===== src/rtl/smb_pkg.sv =====
package smb_pkg;
  typedef enum logic [2:0] {
    ST_IDLE, ST_ADDR, ST_ADDR_ACK, ST_CMD, ST_CMD_ACK, ST_TX, ST_TX_ACK, ST_SKIP
  } smb_st_e;

  localparam logic [7:0] CMD_BLKRD = 8'hC1;
endpackage


===== src/rtl/smb_pin_sync.sv =====
module smb_pin_sync #(
  parameter int STAGES = 2
) (
  input  logic clk,
  input  logic rst_n,
  input  logic scl_i,
  input  logic sda_i,
  output logic scl_s,
  output logic sda_s,
  output logic scl_rise,
  output logic scl_fall,
  output logic start_det,
  output logic stop_det
);
  logic [STAGES-1:0] scl_pipe, sda_pipe;
  logic scl_p, sda_p;

  always_ff @(posedge clk or negedge rst_n) begin
    if (!rst_n) begin
      scl_pipe <= '1;
      sda_pipe <= '1;
      scl_p    <= 1'b1;
      sda_p    <= 1'b1;
    end else begin
      scl_pipe <= {scl_pipe[STAGES-2:0], scl_i};
      sda_pipe <= {sda_pipe[STAGES-2:0], sda_i};
      scl_p    <= scl_pipe[STAGES-1];
      sda_p    <= sda_pipe[STAGES-1];
    end
  end

  assign scl_s     = scl_pipe[STAGES-1];
  assign sda_s     = sda_pipe[STAGES-1];
  assign scl_rise  = scl_s & ~scl_p;
  assign scl_fall  = ~scl_s & scl_p;
  assign start_det = scl_s & scl_p & sda_p & ~sda_s;
  assign stop_det  = scl_s & scl_p & ~sda_p & sda_s;
endmodule


===== src/rtl/smb_ptr.sv =====
module smb_ptr #(
  parameter int          AW     = 8,
  parameter logic [AW-1:0] RST_V = 8'hFF,
  parameter logic [AW-1:0] A_HI  = 8'h2F,
  parameter logic [AW-1:0] B_LO  = 8'h40,
  parameter logic [AW-1:0] B_HI  = 8'h9F
) (
  input  logic          clk,
  input  logic          rst_n,
  input  logic          ld,
  input  logic [AW-1:0] ld_val,
  input  logic          inc,
  output logic [AW-1:0] ptr,
  output logic          ptr_ok,
  output logic          cand_ok
);
  function automatic logic in_win(input logic [AW-1:0] a);
    return (a <= A_HI) || (a >= B_LO && a <= B_HI);
  endfunction

  assign ptr_ok  = in_win(ptr);
  assign cand_ok = in_win(ld_val);

  always_ff @(posedge clk or negedge rst_n) begin
    if (!rst_n)                               ptr <= RST_V;
    else if (ld)                              ptr <= ld_val;
    else if (inc && ptr != A_HI && ptr != B_HI) ptr <= ptr + 1'b1;
  end


  win_top_hold_chk: assert property (@(posedge clk) disable iff (!rst_n)
    (inc && !ld && (ptr == A_HI || ptr == B_HI)) |=> $stable(ptr));

  ptr_idle_hold_chk: assert property (@(posedge clk) disable iff (!rst_n)
    (!ld && !inc) |=> $stable(ptr));
endmodule


===== src/rtl/smb_blkrd_slave.sv =====
module smb_blkrd_slave
  import smb_pkg::*;
#(
  parameter int         AW       = 8,
  parameter logic [6:0] SLV_ADDR = 7'h52,
  parameter int         BYTES    = 16,
  parameter int         SYNC_STG = 2
) (
  input  logic          clk,
  input  logic          rst_n,
  input  logic          scl_i,
  input  logic          sda_i,
  output logic          sda_oe,
  input  logic          busy_i,
  output logic          mem_rd_en,
  output logic [AW-1:0] mem_rd_addr,
  input  logic [7:0]    mem_rd_data
);
  localparam int IW = $clog2(BYTES + 1);

  logic scl_s, sda_s, scl_rise, scl_fall, start_det, stop_det;
  smb_st_e st;
  logic [3:0]    bitcnt;
  logic [7:0]    shreg;
  logic [IW-1:0] byte_idx;
  logic oe_q, rw_q, armed, mack, rd_pend, rd_vld;
  logic [AW-1:0] ptr;
  logic ptr_ok, cand_ok, ptr_ld, ptr_inc, is_c1, cmd_ok, cmd_dec;

  smb_pin_sync #(.STAGES(SYNC_STG)) u_sync (
    .clk(clk), .rst_n(rst_n), .scl_i(scl_i), .sda_i(sda_i),
    .scl_s(scl_s), .sda_s(sda_s), .scl_rise(scl_rise), .scl_fall(scl_fall),
    .start_det(start_det), .stop_det(stop_det)
  );

  assign is_c1   = (shreg == CMD_BLKRD);
  assign cmd_ok  = !busy_i && (is_c1 ? ptr_ok : cand_ok);
  assign cmd_dec = (st == ST_CMD) && scl_fall && (bitcnt == 4'd8) && !start_det && !stop_det;
  assign ptr_ld  = cmd_dec && !is_c1 && cmd_ok;
  assign ptr_inc = (st == ST_TX_ACK) && scl_rise && (byte_idx != '0) && !stop_det && !start_det;

  smb_ptr #(.AW(AW)) u_ptr (
    .clk(clk), .rst_n(rst_n), .ld(ptr_ld), .ld_val(shreg[AW-1:0]), .inc(ptr_inc),
    .ptr(ptr), .ptr_ok(ptr_ok), .cand_ok(cand_ok)
  );

  assign sda_oe      = oe_q;
  assign mem_rd_en   = rd_pend;
  assign mem_rd_addr = ptr;

  always_ff @(posedge clk or negedge rst_n) begin
    if (!rst_n) begin
      st <= ST_IDLE; bitcnt <= '0; shreg <= '0; byte_idx <= '0;
      oe_q <= 1'b0; rw_q <= 1'b0; armed <= 1'b0; mack <= 1'b0;
      rd_pend <= 1'b0; rd_vld <= 1'b0;
    end else begin
      rd_pend <= 1'b0;
      rd_vld  <= rd_pend;
      if (rd_vld) shreg <= mem_rd_data;
      if (stop_det) begin
        st <= ST_IDLE; oe_q <= 1'b0; armed <= 1'b0;
      end else if (start_det) begin
        st <= ST_ADDR; oe_q <= 1'b0; bitcnt <= '0;
      end else begin
        case (st)
          ST_ADDR, ST_CMD: begin
            if (scl_rise && bitcnt != 4'd8) begin
              shreg  <= {shreg[6:0], sda_s};
              bitcnt <= bitcnt + 1'b1;
            end else if (scl_fall && bitcnt == 4'd8) begin
              if (st == ST_ADDR) begin
                if (shreg[7:1] != SLV_ADDR) st <= ST_SKIP;
                else if (!shreg[0]) begin
                  oe_q <= 1'b1; st <= ST_ADDR_ACK; rw_q <= 1'b0; armed <= 1'b0;
                end else if (armed) begin
                  oe_q <= 1'b1; st <= ST_ADDR_ACK; rw_q <= 1'b1; armed <= 1'b0;
                  shreg <= 8'(BYTES); byte_idx <= '0;
                end else st <= ST_SKIP;
              end else if (cmd_ok) begin
                oe_q <= 1'b1; st <= ST_CMD_ACK; armed <= is_c1;
              end else st <= ST_SKIP;
            end
          end
          ST_ADDR_ACK: if (scl_fall) begin
            bitcnt <= '0;
            if (rw_q) begin st <= ST_TX; oe_q <= ~shreg[7]; end
            else begin st <= ST_CMD; oe_q <= 1'b0; end
          end
          ST_CMD_ACK: if (scl_fall) begin
            oe_q <= 1'b0; st <= ST_SKIP;
          end
          ST_TX: if (scl_fall) begin
            if (bitcnt == 4'd7) begin
              oe_q <= 1'b0; st <= ST_TX_ACK;
            end else begin
              oe_q   <= ~shreg[6];
              shreg  <= {shreg[6:0], 1'b1};
              bitcnt <= bitcnt + 1'b1;
            end
          end
          ST_TX_ACK: begin
            if (scl_rise) begin
              mack    <= ~sda_s;
              rd_pend <= ~sda_s && (byte_idx < IW'(BYTES));
            end else if (scl_fall) begin
              if (mack && byte_idx < IW'(BYTES)) begin
                byte_idx <= byte_idx + 1'b1;
                st <= ST_TX; bitcnt <= '0; oe_q <= ~shreg[7];
              end else begin
                st <= ST_SKIP; oe_q <= 1'b0;
              end
            end
          end
          default: ;
        endcase
      end
    end
  end


  sda_drive_scl_low_chk: assert property (@(posedge clk) disable iff (!rst_n)
    $rose(oe_q) |-> !scl_s);

  stop_release_chk: assert property (@(posedge clk) disable iff (!rst_n)
    stop_det |=> !oe_q);

  busy_cmd_nack_chk: assert property (@(posedge clk) disable iff (!rst_n)
    (cmd_dec && busy_i) |=> !oe_q);

  rd_legal_addr_chk: assert property (@(posedge clk) disable iff (!rst_n)
    mem_rd_en |-> ptr_ok);
endmodule


===== config.mk =====
export PLATFORM = sky130hd
export DESIGN_NAME = smb_blkrd_slave
export DESIGN_NICKNAME = d
export VERILOG_FILES = /design/src/rtl/smb_pkg.sv /design/src/rtl/smb_pin_sync.sv /design/src/rtl/smb_ptr.sv /design/src/rtl/smb_blkrd_slave.sv
export SDC_FILE = /design/constraint.sdc
export NUM_CORES = 1
export LEC_CHECK = 0
export ABC_AREA = 1
export BUFFER_PORTS_ARGS = -buffer_cell sky130_fd_sc_hd__buf_2
export CORE_MARGIN = 4
export CORE_UTILIZATION = 60
export CTS_CLUSTER_DIAMETER = 50
export DETAILED_ROUTE_END_ITERATION = 10
export PLACE_DENSITY = 0.8
export SYNTH_ARGS = -nofsm -noshare
export SYNTH_HDL_FRONTEND = slang
export SYNTH_SLANG_ARGS = --single-unit

===== constraint.sdc =====
create_clock -name clk -period 2 [get_ports clk]
set_clock_uncertainty 0.15 [all_clocks]
set_input_delay 0.4 -clock clk [delete_from_list [all_inputs] [get_ports clk]]
set_output_delay 0.4 -clock clk [all_outputs]
set_load 0.01 [all_outputs]

==> flow_summary.yaml <==
sta:
  setup_tns_ns: 0
  holdWs_ns: 0.0495
  max_freq_ghz: 0.523
  slew_headroom_pct: 65.7
  timing.final.hold_violations: 0
  period_share_pct: 95.5
  maxSlewViolCount: 0
  worst_slew_pin_slew_ns: 0.508
  min_period_ns: 1.91
  setup_viol: 0
  worst_slack_ns: 0.0894
power_and_ir_drop:
  p_sw_w: 0.00204
  power_frac_seq_pct: 34.1
  p_leak_nw: 1.55
  clkPwrFrac_pct: 12.4
  power.density_nw_per_um2: 1330
  internal_power_w: 0.00218
  switching_share_pct: 48.4
  peakVddDrop_uv: 836
  combPwrFrac_pct: 53.4
placed_design:
  hpwl_um: 5190
  place_area_sq_um: 3020
  numPortBuffers: 22
  gp_congestion: 0.948
  pre_cts_ws_ns: 0.0822
critical_path:
  crit_fanout: 6
  arrival_ns: 1.98
  required_ns: 2.07
  cp-start-kind: "flip-flop"
  worstSetupPathType: "flip-flop to flip-flop"
  endpoint_kind: "flip-flop"
synthesis:
  ys_seq_area_share_pct: 37.0
  syn_area_sq_um: 2750
  synth_cell_types: 39
  ys_async_sr_fraction_pct: 100
  synthFlopType: "dfrtp_1"
  synthesis.instances: 383
  ys_warn_count: 0
  synth_edf_count: 0
  syn_avg_cell_area_sq_um: 7.18
  ys_ff_latch: 40
  syn-num-nets: 401
cts:
  root_buffer: "clkbuf_8"
  cts_tree: "done"
  cts_buffer_depth: 2
  clkLatencyLatePin_ns: 0.30
  cts_buffers: 5
  clkTransAtPathRegs_ns: 0.07
  clock_sinks: 40
  cts_max_level: 2
global_route:
  grt_max_degree: 22
  grt_util_all_layers_pct: 25.9
  antenna_found_initial: 0
  overflow: 0
  grt_pass1_wl_um: 11200
  grt_pass1_vias: 2524
layout:
  num_antenna_cells: 0
  final_layout_size_suffix_gt1_share_pct: 24.0
  fin_area_sq_um: 3170
  area_delta_synth_final_pct: 15.4
  final_common_cell: "nand2_1"
  nFillCells: 375
  final_cell_mix: "nand2_1, nand3_1, inv_1, nor2_1, dfrtp_1"
  finalNetCount: 446
die:
  ios: 23
  die_width_um: 75.7
  coreArea_sq_um: 4380
  fp.dieH_um: 75.7
  die_area_sq_um: 5730
  rows: 24
  initial_utilization_pct: 62.7
route:
  vias: 2767
  drt_iter0_drc: 188
  wire_per_inst_um: 14.3
  avgViaCountPerCell: 5.75
  drt_pass1_iterations: 5
  ant_nets: 0
  drc: 0
  drt-total-wl_um: 6860
flow_run:
  cap_viol_max_count: 0
worst_hold_path:
  hold_path.class: "input pin to flip-flop"
outcome:
  status: "completed"
==> synth_stat cells, types with 4 or more instances <==
cell type,n,area (sq um)
o21ai_0,17,85.1
xor2_1,4,35.0
dfstp_2,14,368
o211ai_1,4,30.0
nand2_1,99,372
dfrtp_1,26,651
nor3_2,5,50.1
nand3_1,53,265
nand4_1,16,100
ha_1,5,62.6
nor2_1,39,146
inv_2,9,33.8
inv_1,38,143
o21ai_1,5,25.0
a21oi_1,9,45.0
nor2_4,4,45.0
nor2_2,6,37.5
==> worst paths after layout <==
check / start / to / slack (ns) / depth (start not counted)
min: sda_i / u_sync.sda_pipe[0] / 0.05 / 1
max in group asynchronous: rst_n / u_sync.scl_p / 0.70 / 3
min reg2reg: u_sync.sda_pipe[0] / u_sync.sda_pipe[1] / 0.21 / 0
max reg2reg: bitcnt[0] / shreg[3] / 0.09 / 10
max: bitcnt[0] / shreg[3] / 0.09 / 10
min in group asynchronous: rst_n / byte_idx[3] / 0.43 / 2
==> power groups by stage <==
stage / logic, W / clock network, W / registers [W]
after detailed placement: 0.00216 / 0 / 0.00145
after floorplan: 0.00165 / 0 / 0.00136
after global routing: 0.00253 / 0.000571 / 0.00149
after CTS: 0.00218 / 0.000534 / 0.00144
final: 0.00226 / 0.000525 / 0.00144
after global placement: 0.00212 / 0 / 0.00144
==> layout make-up <==
class                   instances  area, sq um  share of cell area, %
multi-input cells             292         1560                   49.1
flip-flops and latches         40         1020                   32.1
repair buffers                 41          268                   8.44
inverters                      48          180                   5.68
clock buffers                   7         76.3                   2.41
well taps                      52         65.1                   2.05
clock inverters                 1         5.00                  0.158
==> critical path, stage by stage (launching register included) <==
cell,delay [ns]
dfrtp_1,0.41
buf_4,0.14
ha_1,0.21
nand2_1,0.07
inv_1,0.06
a21oi_1,0.24
nand2_1,0.12
nand2_1,0.14
inv_2,0.08
nor2_1,0.09
o21bai_1,0.12
==> flip-flops by register name (all words and copies together) (netlist names) <==
name / cells
mem_rd_en: 1
shreg: 8
u_sync.scl_p: 1
sda_oe: 1
u_sync.sda_p: 1
u_sync.sda_pipe: 2
byte_idx: 5
mack: 1
bitcnt: 4
rd_vld: 1
u_sync.scl_pipe: 2
st: 3
u_ptr.ptr: 8
armed: 1
rw_q: 1
==> logic make-up after synthesis <==
logic type | count (synthesis) | share of synthesized area, %
buf+inv | 51 | 7.14
flops | 40 | 37.0
fa+ha+maj | 5 | 2.27
simple gates | 236 | 41.7
compound gates | 44 | 9.64
xor+xnor | 7 | 2.23
==> metrics by stage <==
step                      std cells  power, W  util (%)
after detailed placement        467   0.00361      68.9
after floorplan                 383   0.00301         -
after global routing            481   0.00459      72.4
after global placement          467   0.00356      68.9
final                           481   0.00423      72.4
after CTS                       476   0.00415      70.9
==> what timing repair did <==
item                                   in CTS  in global routing
resized for setup                           0                  8
endpoints found under the hold margin      11                  0
setup endpoints to repair                   0                 17
hold buffers                                1                  0
buffers inserted                            0                  5
==> layer usage <==
layer	vias up	track usage, %	routed length (um)
met5	-	0	0
met4	0	10.3	172
met3	20	4.09	504
met2	123	43.9	3380
met1	1263	33.1	2810
li1	1361	-	-
No activity file was read; power rests on OpenSTA's default activity.
